==> config.mk <==
export PLATFORM = sky130hd
export DESIGN_NAME = bplus_drive_ctrl
export DESIGN_NICKNAME = d
export VERILOG_FILES = /design/src/rtl/bpd_pkg.sv /design/src/rtl/bpd_sync.sv /design/src/rtl/bpd_edge.sv /design/src/rtl/bpd_core.sv /design/src/rtl/bplus_drive_ctrl.sv
export SDC_FILE = /design/constraint.sdc
export NUM_CORES = 1
export LEC_CHECK = 0
export ABC_AREA = 1
export CORE_UTILIZATION = 49
export CTS_CLUSTER_DIAMETER = 80
export DETAILED_ROUTE_END_ITERATION = 7
export PLACE_DENSITY = 0.84
export RECOVER_POWER = 50
export SLEW_MARGIN = 20
export SYNTH_ARGS = -nofsm -noshare
export SYNTH_HDL_FRONTEND = slang
export SYNTH_HIERARCHICAL = 1
export SYNTH_SLANG_ARGS = --single-unit
==> constraint.sdc <==
create_clock -name clk -period 1.5 [get_ports clk]
set_input_delay 0.225 -clock clk [delete_from_list [all_inputs] [get_ports clk]]
set_output_delay 0.225 -clock clk [all_outputs]
set_load 0.05 [all_outputs]
==> src/rtl/bpd_pkg.sv <==
`timescale 1ns/1ps
package bpd_pkg;

  typedef enum logic [2:0] {
    ST_IDLE    = 3'd0,  // waiting for a line edge
    ST_ON      = 3'd1,  // drive active
    ST_DISCH   = 3'd2,  // feed-forward discharge toward stop level
    ST_HOLD    = 3'd3,  // stop level held until the line edge
    ST_RESTART = 3'd4   // forced end, waiting for restart threshold
  } bpd_state_e;

  function automatic logic drive_active(bpd_state_e st);
    return st == ST_ON;
  endfunction

  function automatic logic discharge_active(bpd_state_e st, logic ff);
    return ff && (st == ST_DISCH || st == ST_HOLD || st == ST_RESTART);
  endfunction

  function automatic bpd_state_e after_compare(logic ff);
    return ff ? ST_DISCH : ST_IDLE;
  endfunction

endpackage

==> src/rtl/bpd_sync.sv <==
`timescale 1ns/1ps
module bpd_sync #(
  parameter int WIDTH  = 1,
  parameter int STAGES = 2
) (
  input  logic             clk,
  input  logic             rst_n,
  input  logic [WIDTH-1:0] d,
  output logic [WIDTH-1:0] q
);

  logic [WIDTH-1:0] chain [STAGES];

  for (genvar i = 0; i < STAGES; i++) begin : g_stage
    if (i == 0) begin : g_first
      always_ff @(posedge clk or negedge rst_n) begin
        if (!rst_n) chain[i] <= '0;
        else        chain[i] <= d;
      end
    end else begin : g_next
      always_ff @(posedge clk or negedge rst_n) begin
        if (!rst_n) chain[i] <= '0;
        else        chain[i] <= chain[i-1];
      end
    end
  end

  assign q = chain[STAGES-1];

endmodule

==> src/rtl/bpd_edge.sv <==
`timescale 1ns/1ps
module bpd_edge #(
  parameter int WIDTH = 1
) (
  input  logic             clk,
  input  logic             rst_n,
  input  logic [WIDTH-1:0] lvl,
  output logic [WIDTH-1:0] rise
);

  logic [WIDTH-1:0] prev;

  always_ff @(posedge clk or negedge rst_n) begin
    if (!rst_n) prev <= '0;
    else        prev <= lvl;
  end

  assign rise = lvl & ~prev;

endmodule

==> src/rtl/bpd_core.sv <==
`timescale 1ns/1ps
module bpd_core
  import bpd_pkg::*;
(
  input  logic clk,
  input  logic rst_n,
  input  logic line_rise,
  input  logic sense,
  input  logic restart,
  input  logic stop,
  input  logic mode_ff,
  input  logic inhibit,
  output logic drive_n,
  output logic dis_en
);

  bpd_state_e st, nxt;

  always_comb begin
    nxt = st;
    if (inhibit) begin
      nxt = ST_IDLE;
    end else begin
      case (st)
        ST_IDLE:    if (line_rise) nxt = ST_ON;
        ST_ON: begin
          // comparator event has priority over a coincident line edge
          if (sense)          nxt = after_compare(mode_ff);
          else if (line_rise) nxt = ST_RESTART;
        end
        ST_DISCH: begin
          if (line_rise) nxt = ST_ON;
          else if (stop) nxt = ST_HOLD;
        end
        ST_HOLD:    if (line_rise) nxt = ST_ON;
        ST_RESTART: if (restart)   nxt = ST_ON;
        default:    nxt = ST_IDLE;
      endcase
    end
  end

  always_ff @(posedge clk or negedge rst_n) begin
    if (!rst_n) begin
      st      <= ST_IDLE;
      drive_n <= 1'b1;
      dis_en  <= 1'b0;
    end else begin
      st      <= nxt;
      drive_n <= !drive_active(nxt);
      dis_en  <= discharge_active(nxt, mode_ff);
    end
  end

endmodule

==> src/rtl/bplus_drive_ctrl.sv <==
`timescale 1ns/1ps
module bplus_drive_ctrl #(
  parameter int SYNC_STAGES = 2
) (
  input  logic clk,
  input  logic rst_n,
  input  logic hdrv,
  input  logic sense_hi,
  input  logic below_restart,
  input  logic at_stop,
  input  logic mode_ff,
  input  logic inhibit,
  output logic drive_n,
  output logic dis_en
);

  localparam int N_IN    = 6;
  localparam int I_HDRV  = 0;
  localparam int I_SENSE = 1;
  localparam int I_RST   = 2;
  localparam int I_STOP  = 3;
  localparam int I_MODE  = 4;
  localparam int I_INH   = 5;

  logic [N_IN-1:0] raw_in, syn_in;
  logic line_rise, s_hdrv, s_sense, s_restart, s_stop, s_mode_ff, s_inhibit;

  assign raw_in = {inhibit, mode_ff, at_stop, below_restart, sense_hi, hdrv};

  bpd_sync #(.WIDTH(N_IN), .STAGES(SYNC_STAGES)) u_sync (
    .clk(clk), .rst_n(rst_n), .d(raw_in), .q(syn_in)
  );

  assign s_hdrv    = syn_in[I_HDRV];
  assign s_sense   = syn_in[I_SENSE];
  assign s_restart = syn_in[I_RST];
  assign s_stop    = syn_in[I_STOP];
  assign s_mode_ff = syn_in[I_MODE];
  assign s_inhibit = syn_in[I_INH];

  bpd_edge #(.WIDTH(1)) u_edge (
    .clk(clk), .rst_n(rst_n), .lvl(s_hdrv), .rise(line_rise)
  );

  bpd_core u_core (
    .clk(clk), .rst_n(rst_n),
    .line_rise(line_rise), .sense(s_sense), .restart(s_restart),
    .stop(s_stop), .mode_ff(s_mode_ff), .inhibit(s_inhibit),
    .drive_n(drive_n), .dis_en(dis_en)
  );

endmodule

==> results of run 1 <==
## layout by cell type, fill, tap and decap left out, drive strengths merged
cell type,netlist,final
dfrtp,17,17
clkbuf,0,5
inv,8,8
nand3,3,3
nand4,1,1
dlygate4sd3,0,7
nor2,7,7
nand2,15,15
a21oi,4,4
buf,6,2
dfstp,1,1
## stage by stage
step | setup WS, ns | instances | utilization | total power, mW
3_3_place_gp | 0.426 | 80 | 0.632 | 0.628
4_1_cts | 0.306 | 84 | 0.654 | 0.864
3_5_place_dp | 0.382 | 80 | 0.632 | 0.632
2_1_floorplan | 0.427 | 62 | - | 0.591
6_report | 0.320 | 84 | 0.651 | 0.843
5_1_grt | 0.194 | 84 | 0.651 | 0.898
## sequential cells by signal, summed over array words and instances, names as in the netlist
signal / flops
u_core/dis_en: 1
u_core/drive_n: 1
u_core/st: 3
u_edge/prev: 1
u_sync/chain: 6
u_sync/q: 6
## metal layers
metal | share of wire | routed length [um] | vias to the layer above | GRT usage
li1 | - | - | 201 | -
met1 | 0.41 | 347 | 181 | 0.175
met2 | 0.52 | 439 | 10 | 0.238
met3 | 0.040 | 34 | 3 | 0.0694
met4 | 0.026 | 22 | 0 | 0.129
met5 | 0 | 0 | - | 0
## final cells by class
| cell class | count | share of cell area |
|---|---|---|
| sequential | 18 | 0.585 |
| timing repair buffer | 10 | 0.131 |
| clock buffer | 4 | 0.0340 |
| multi-input combinational | 30 | 0.188 |
| tap | 14 | 0.0227 |
| inverter | 8 | 0.0389 |
## power by group through the flow
stage / registers (mW) / clock network (mW) / logic, mW
2_1_floorplan: 0.542 / 0 / 0.0490
3_3_place_gp: 0.534 / 0 / 0.0931
3_5_place_dp: 0.536 / 0 / 0.0953
4_1_cts: 0.527 / 0.242 / 0.0952
5_1_grt: 0.530 / 0.270 / 0.0990
6_report: 0.527 / 0.228 / 0.0884
## cell families (layout without fill, tap and decap cells)
logic type,Yosys count,in the layout,share of synthesized area
AND/OR/NAND/NOR,26,26,0.181
flip-flops,18,18,0.672
buffers and inverters,14,22,0.112
AO/OA/AOI/OAI,4,4,0.0354
## final timing paths
check | end | slack [ns] | cells after the start
max | drive_n | 0.32 | 1
min | u_sync/q[0] | 0.35 | 0
max reg2reg | u_core/dis_en | 0.39 | 8
min reg2reg | u_sync/q[0] | 0.35 | 0
max in group asynchronous | u_sync/chain[11] | 0.39 | 2
min in group asynchronous | u_core/st[2] | 0.56 | 2
==> summary.md, run 1 <==
| Metric | Value |
|---|---|
| Outcome | `finished clean` |
| Number of synthesized register bits | `18` |
| CP Max Fanout | `1` |
| Area contributors post-synth | `dfrtp_1 (63%), nand2_1 (7.3%), buf_4 (6.7%)` |
| WP data required | `1.27 ns` |
| Clock Pin Slew Worst Setup and Hold Paths | `about 0.090 ns` |
| Pwr dens | `1090 nW/um^2` |
| Initial antenna violation count | `0` |
| Clock share of power | `0.270` |
| Share of power burned in registers | `0.625` |
| Fin nets | `79` |
| DP Area | `749 sq um` |
| Ys flop type | `dfrtp_1` |
| CTS sink cnt | `18` |
| Syn-to-layout area delta | `14.9%` |
| Total grt overflow | `0` |
| Final period util | `0.787` |
| Clock Skews | `0.00768 ns` |
| Initial DRC count | `2` |
| Buf/Inv on CP | `1` |
| Achievable Freq | `0.847 GHz` |
| CP arrival | `0.96 ns` |
| H-tree depth | `1` |
| CP peak stage delay | `0.55 ns` |
| Synth Instances | `62` |
| Cell family with most CP delay | `flip-flops` |
| Switching part of the total power | `0.224` |
| Share of cells above drive strength 1 | `0.214` |
| Psw | `0.189 mW` |
| Crit path kind | `flop to output port` |
| Mean post-synth cell area | `10.8 sq um` |
| Root Buffer | `clkbuf_4` |
| Finished Cell Area | `772 sq um` |
| IO buf count | `9` |
| Mapped Area | `672 sq um` |
| Crit path from | `u_core/drive_n` |
| Worst reg2reg path startpoint | `u_edge/prev` |
| Crit-path slowest cell | `dfstp_2` |
| Initial core utilization | `0.566` |
| Clk buf depth | `2` |
| CTS tree | `built` |
| Leakage | `between 0.3 and 0.4 nW` |
| First-pass GRT wire length | `1440 um` |
| Worst path cell trace | `buf_12` |
| Post-synth EDFFs | `0` |
| Synth unique cells | `14` |
| Area share of the largest cell type after synthesis | `0.633` |
| Register area | `roughly 450 sq um` |
| Via count | `395` |
| Core ar. | `1190 sq um` |
| Most common cell in the netlist | `dfrtp_1` |
| GRT Util Overall | `0.160` |
| Setup crit end kind | `output port` |
| Hold Path Class | `flop to flop` |
| CP startpoint kind | `flop` |
| Fillcell total | `97` |
| Final min period | `between 1 and 1.5 ns` |
| Max_slew headroom | `0.410` |
| I/O pins | `10` |
| Final Slew Violations | `0` |
| Setup Fix Bufs, Post-CTS | `0` |
| Gates resized, CTS repair | `0` |
| Leading area contributor after synthesis | `dfrtp_1` |
| Die footprint | `~1500 sq um` |
| Diodes inserted | `0` |
| Number of global-route vias before repair | `362` |
| ANT nets after route | `0` |
| CTS Buf Count | `3` |
| Max_cap viols | `0` |
| Row count | `12` |
| Die span in x | `39.0 um` |
| Worst-case hold slack | `0.355 ns` |
| Multi-input gate area in the final layout | `roughly 150 sq um` |
| Post-CTS Hold Buffers | `0` |
| Vias per Instance | `4.70` |
| YS warnings | `6` |
| Die Height | `39.0 um` |
| Largest net degree at the start of global routing | `19` |
| VDD IR max | `0.000690 V` |
| Wire per inst | `approximately 10 um` |
| Fin. Hold Viols | `0` |
| Worst-skew pair later-pin latency | `0.28 ns` |
| Dpl hpwl | `684 um` |
| # DRC | `0` |
| Cell Int Power | `0.653 mW` |
| Ys async rst share | `1.00` |
| Comb power frac | `0.105` |
| Commonest cells in the synthesized netlist | `dfrtp_1 (17), nand2_1 (13), buf_4 (6)` |
| Routability Congestion | `0.770` |
| DR pass1 iterations | `3` |
| Seq/Total Area, Yosys | `0.672` |
| Slew @ Worst Pin | `0.884 ns` |
| RSZ-0062 raised after global routing | `no` |
| Post-synth net total | `70` |
| Total wire length | `~840 um` |
| Hold Path Origin | `u_sync/chain[6]` |
| Post-Route Setup TNS | `0 ns` |
| Setup violators final | `0` |
No activity file was read; power rests on OpenSTA's default activity.
==> inputs of run 2 (changes only) <==
--- a/config.mk
+++ b/config.mk
@@ -6,10 +6,10 @@
 export NUM_CORES = 1
 export LEC_CHECK = 0
 export ABC_AREA = 1
-export CORE_UTILIZATION = 49
+export CORE_UTILIZATION = 44
 export CTS_CLUSTER_DIAMETER = 80
 export DETAILED_ROUTE_END_ITERATION = 7
-export PLACE_DENSITY = 0.84
+export PLACE_DENSITY = 0.81
 export RECOVER_POWER = 50
 export SLEW_MARGIN = 20
 export SYNTH_ARGS = -nofsm -noshare
==> constraint.sdc (replaced) <==
create_clock -name clk -period 1 [get_ports clk]
set_input_delay 0.15 -clock clk [delete_from_list [all_inputs] [get_ports clk]]
set_output_delay 0.15 -clock clk [all_outputs]
set_load 0.05 [all_outputs]
==> summary.md, run 2 (synthesized netlist as in run 1, its figures left out) <==
| Metric | Value |
|---|---|
| Max_cap viols | `0 (unchanged)` |
| Achievable Freq | `~0.90 GHz` |
| CP startpoint kind | `flop` |
| CTS tree | `built` |
| Pwr dens | `1560 nW/um^2 (+43%)` |
| Buf/Inv on CP | `2 (+1)` |
| Initial antenna violation count | `0 (unchanged)` |
| Final min period | `1.12 ns` |
| Vias per Instance | `4.56 (-3.1%)` |
| RSZ-0062 raised after global routing | `yes` |
| Outcome | `finished with violations` |
| Post-Route Setup TNS | `-0.501 ns (-0.501 ns)` |
| Fillcell total | `126 (+30%)` |
| Number of global-route vias before repair | `367 (+1.4%)` |
| Syn-to-layout area delta | `24.6%` |
| Wire per inst | `11.0 um (+9.9%)` |
| Worst path cell trace | `inv_2, nor2_4, inv_2, nand2_1, nand2_1, nand3_2, a21oi_2, nand2_1` |
| Max_slew headroom | `0.594 (+0.183)` |
| First-pass GRT wire length | `1450 um (+0.98%)` |
| VDD IR max | `0.000909 V (+32%)` |
| Power, Total | `1.30 mW (+55%)` |
| Total wire length | `972 um (+15%)` |
| # DRC | `0 (unchanged)` |
| Share of cells above drive strength 1 | `0.329 (+0.114)` |
| Pre-CTS WS | `-0.144 ns (-0.527 ns)` |
| CTS sink cnt | `18 (unchanged)` |
| Die span in x | `41.1 um (+5.2%)` |
| Via count | `401 (+1.5%)` |
| Cell family with most CP delay | `flip-flops` |
| ANT nets after route | `0 (unchanged)` |
| Worst-skew pair later-pin latency | `0.28 ns (about the same)` |
| H-tree depth | `1 (unchanged)` |
| Most frequent cells in the layout | `dfrtp_1 (17), nand2_1 (12), inv_2 (5)` |
| R2r worst-path depth | `8 (unchanged)` |
| Total grt overflow | `0 (unchanged)` |
| Failing checks | `setup timing` |
| Slew @ Worst Pin | `0.609 ns (-0.275 ns)` |
| Setup WS post-layout | `-0.115 ns (-0.435 ns)` |
| CTS Buf Count | `3 (unchanged)` |
| Worst reg2reg path startpoint | `u_sync/q[0]` |
| Post-CTS Hold Buffers | `0 (unchanged)` |
| Most common cell after layout, fill and taps aside | `dfrtp_1` |
| Fin nets | `82 (+3.8%)` |
| Crit-path slowest cell | `dfrtp_1` |
| Initial DRC count | `0 (-2)` |
| Clk buf depth | `2 (unchanged)` |
| Setup violators final | `6 (+6)` |
| I/O pins | `10 (unchanged)` |
| CP Max Fanout | `3 (+2)` |
| DR pass1 iterations | `1 (-2)` |
| WP data required | `1.22 ns (-0.05 ns)` |
| Setup crit end kind | `flop` |
| Crit path from | `u_sync/q[0]` |
| Final period util | `1.12` |
| GRT Util Overall | `0.142 (-0.0185)` |
| Crit path kind | `flop to flop` |
| Largest net degree at the start of global routing | `13 (-6)` |
| Diodes inserted | `0 (unchanged)` |
| Core ar. | `1370 sq um (+15%)` |
| Most used cell, CP | `nand2_1` |
| Clock Skews | `0.00137 ns (-0.00631 ns)` |
| Die Height | `41.1 um (+5.2%)` |
| Leakage | `0.392 nW (+4.8%)` |
| R2R Path End | `u_core/drive_n` |
| CP arrival | `1.33 ns (+0.37 ns)` |
| Root Buffer | `clkbuf_4` |
| Clock Pin Slew Worst Setup and Hold Paths | `0.09 ns (about the same)` |
| Routability Congestion | `0.747 (-2.9%)` |
| Setup slack, reg-to-reg | `-0.12 ns (-0.51 ns)` |
| Row count | `13 (+1)` |
| IO buf count | `9 (unchanged)` |
| Hold Path Class | `input pin to async pin` |
| Final Slew Violations | `0 (unchanged)` |
| CP peak stage delay | `0.40 ns (-0.15 ns)` |
| Die footprint | `1690 sq um (+11%)` |
| Initial core utilization | `0.492 (-0.0747)` |
| Fin. Hold Viols | `0 (unchanged)` |
## run 2: how the worst max path moves through the flow
stage	to	slack (ns)	depth (start not counted)
floorplan	u_core/dis_en	-0.07	10
global placement	u_core/dis_en	-0.08	8
detailed placement	u_core/dis_en	-0.14	9
CTS	drive_n	-0.13	1
global route	u_core/dis_en	-0.23	9
finish	u_core/drive_n	-0.12	8
## run 2: layout make-up
type | count | area (sq um) | share of cell area
clock buffers | 4 | 26.3 | 0.0314
inverters | 8 | 30.0 | 0.0359
multi-input cells | 30 | 174 | 0.208
flip-flops and latches | 18 | 452 | 0.540
well taps | 15 | 18.8 | 0.0224
repair buffers | 13 | 136 | 0.163
## run 2: power breakdown
group / switching [mW] / total (mW) / internal, mW / leakage, nW
Clock: 0.191 / 0.346 / 0.155 / 0.0150
Sequential: 0.0233 / 0.791 / 0.768 / 0.217
Combinational: 0.0903 / 0.167 / 0.0766 / 0.161
Total: 0.305 / 1.30 / 0.999 / 0.392
## run 2: repair_timing
| action | 4_1_cts | 5_1_grt |
|---|---|---|
| gates resized for setup | 4 | 5 |
| endpoints found under the setup margin | 5 | 7 |
| pin swaps | 2 | 2 |
| setup buffers | 0 | 2 |
## run 2: metal layers
layer,up-vias,GRT usage,wire length (um)
met5,-,0,0
met4,0,0.100,6
met3,2,0.0163,27
met2,8,0.242,538
met1,186,0.162,400
li1,205,-,-
## run 2: worst reg2reg max path, stage by stage (launching register included)
cell and delay (ns):
dfrtp_1 0.40, inv_2 0.08, nor2_4 0.04, inv_2 0.06, nand2_1 0.07, nand2_1 0.10
nand3_2 0.07, a21oi_2 0.16, nand2_1 0.07
## run 2: metrics by stage
step / utilization / std cells / hold slack (ns) / cell area [sq um]
after global placement: 0.564 / 82 / 0.332 / 771
after floorplan: - / 62 / -0.146 / 672
final: 0.613 / 88 / 0.290 / 837
after detailed placement: 0.564 / 82 / 0.337 / 771
after CTS: 0.593 / 86 / 0.148 / 811
after global routing: 0.613 / 88 / 0.298 / 837
==> inputs of run 3 (changes only) <==
--- a/config.mk
+++ b/config.mk
@@ -11,6 +11,7 @@
 export DETAILED_ROUTE_END_ITERATION = 7
 export PLACE_DENSITY = 0.81
 export RECOVER_POWER = 50
+export REMOVE_ABC_BUFFERS = 1
 export SLEW_MARGIN = 20
 export SYNTH_ARGS = -nofsm -noshare
 export SYNTH_HDL_FRONTEND = slang
==> summary.md, run 3 (synthesized netlist as in run 1, its figures left out) <==
| Metric | Value |
|---|---|
| Outcome | `finished with violations` |
| Failing checks | `setup timing` |
| Die footprint | `1690 sq um (unchanged)` |
| Most frequent cells in the layout | `dfrtp_1 (17), nand2_1 (9), dlygate4sd3_1 (7)` |
| Die Height | `41.1 um (unchanged)` |
| Largest net degree at the start of global routing | `11 (-2)` |
| DR pass1 iterations | `4 (+3)` |
| Die span in x | `41.1 um (unchanged)` |
| Crit path kind | `flop to flop` |
| Leakage | `0.409 nW (+4.1%)` |
| Multi-input gate area in the final layout | `184 sq um (+5.8%)` |
| CP startpoint kind | `flop` |
| Vias per Instance | `4.78 (+4.8%)` |
| Crit-path slowest cell | `dfrtp_1` |
| Worst path cell trace | `nor2_4, buf_6, nor2_2, nand2_1, nand3_2, a21oi_2, nand2_1` |
| I/O pins | `10 (unchanged)` |
| Hold Path Class | `input pin to async pin` |
| CP arrival | `1.38 ns (+0.05 ns)` |
| CP Max Fanout | `2 (-1)` |
| Worst-case hold slack | `0.155 ns (-0.135 ns)` |
| Diodes inserted | `0 (unchanged)` |
| Pwr dens | `1600 nW/um^2 (+2.9%)` |
| Post-CTS Hold Buffers | `0 (unchanged)` |
| ANT nets after route | `0 (unchanged)` |
| Initial DRC count | `7 (+7)` |
| Max_slew headroom | `0.824 (+0.231)` |
| Number of global-route vias before repair | `422 (+15%)` |
| Total grt overflow | `0 (unchanged)` |
| Max_cap viols | `0 (unchanged)` |
| Syn-to-layout area delta | `29.8%` |
| VDD IR max | `0.000929 V (+2.1%)` |
| Slew @ Worst Pin | `0.263 ns (-0.347 ns)` |
| Setup violators final | `6 (unchanged)` |
| Worst-skew pair later-pin latency | `0.29 ns (about the same)` |
| Most used cell, CP | `nand2_1` |
| # DRC | `0 (unchanged)` |
| Final Util | `0.638 (+0.0256)` |
| GRT Util Overall | `0.165 (+0.0234)` |
| Initial core utilization | `0.492 (unchanged)` |
| Total wire length | `1150 um (+18%)` |
| Power, Total | `1.40 mW (+7.2%)` |
| IO buf count | `9 (unchanged)` |
| First-pass GRT wire length | `1640 um (+13%)` |
| CTS Buf Count | `3 (unchanged)` |
| Clk buf depth | `2 (unchanged)` |
| CP peak stage delay | `0.40 ns (about the same)` |
| Clock Skews | `0.00103 ns (-0.000339 ns)` |
| Routability Congestion | `0.768 (+2.8%)` |
| Final min period | `1.16 ns (+0.0449 ns)` |
| Final Slew Violations | `0 (unchanged)` |
| Clock Pin Slew Worst Setup and Hold Paths | `0.09 ns (about the same)` |
| WP data required | `1.22 ns (about the same)` |
| Row count | `13 (unchanged)` |
| Dpl hpwl | `771 um` |
| RSZ-0062 raised after global routing | `yes` |
| Fillcell total | `126 (unchanged)` |
| Register area | `452 sq um (unchanged)` |
| Root Buffer | `clkbuf_4` |
| Initial antenna violation count | `0 (unchanged)` |
| Final period util | `1.16 (+0.0449)` |
| Achievable Freq | `0.862 GHz (-3.9%)` |
| Most common cell after layout, fill and taps aside | `dfrtp_1` |
| H-tree depth | `1 (unchanged)` |
| CTS sink cnt | `18 (unchanged)` |
| Fin nets | `83 (+1.2%)` |
| Setup WS post-layout | `-0.160 ns (-0.0449 ns)` |
| Wire per inst | `12.9 um (+16%)` |
| Setup crit end kind | `flop` |
| Fin. Hold Viols | `0 (unchanged)` |
| Share of cells above drive strength 1 | `0.419 (+0.0902)` |
| Via count | `425 (+6.0%)` |
| Core ar. | `1370 sq um (unchanged)` |
| CTS tree | `built` |
==> run 3: layout make-up <==
cell class,instances,area share
Sequential cell,18,0.518
Multi-Input combinational cell,30,0.211
Timing Repair Buffer,14,0.174
Clock buffer,4,0.0416
Inverter,8,0.0344
Tap cell,15,0.0215
==> run 3: power by group <==
group,switching (mW),internal [mW]
registers,0.0247,0.768
logic,0.0970,0.0809
clock network,0.206,0.222
total,0.328,1.07
==> run 3: path summary, 6_finish.rpt <==
path	startpoint	to	slack, ns	cells after the start
worst max-delay path	u_edge/prev	u_core/drive_n	-0.16	7
worst min-delay path	rst_n	u_core/st[0]	0.15	1
worst max register to register	u_edge/prev	u_core/drive_n	-0.16	7
worst min register to register	u_sync/chain[8]	u_sync/q[2]	0.36	0
max in group asynchronous	rst_n	u_sync/chain[9]	0.37	2
min in group clk	u_sync/chain[8]	u_sync/q[2]	0.36	0
==> run 3: metal layers <==
metal	part of all wire	GRT usage
met1	0.37	0.166
met4	0.024	0.125
met2	0.54	0.281
met3	0.066	0.0489
met5	0	0
==> run 3: critical path: cells and delay by family (launching register included) <==
kind                   cells  cell delay (ns)
AND/OR/NAND/NOR            5             0.42
flip-flops                 1             0.40
AO/OA/AOI/OAI              1             0.17
buffers and inverters      1             0.11
==> run 3: timing repair <==
item	in CTS	in global routing
cloned	0	0
setup endpoints to repair	5	7
setup buffers	1	1
gates resized for setup	7	8
pin swaps	7	7
==> run 3: stage by stage <==
stage | std cells | TNS (ns) | instance area (sq um) | setup WS, ns
2_1_floorplan | 56 | -0.0226 | 627 | -0.0226
3_3_place_gp | 83 | -0.171 | 778 | -0.0688
3_5_place_dp | 83 | -0.362 | 778 | -0.147
4_1_cts | 88 | -0.511 | 846 | -0.132
5_1_grt | 89 | -0.896 | 872 | -0.219
6_report | 89 | -0.587 | 872 | -0.160
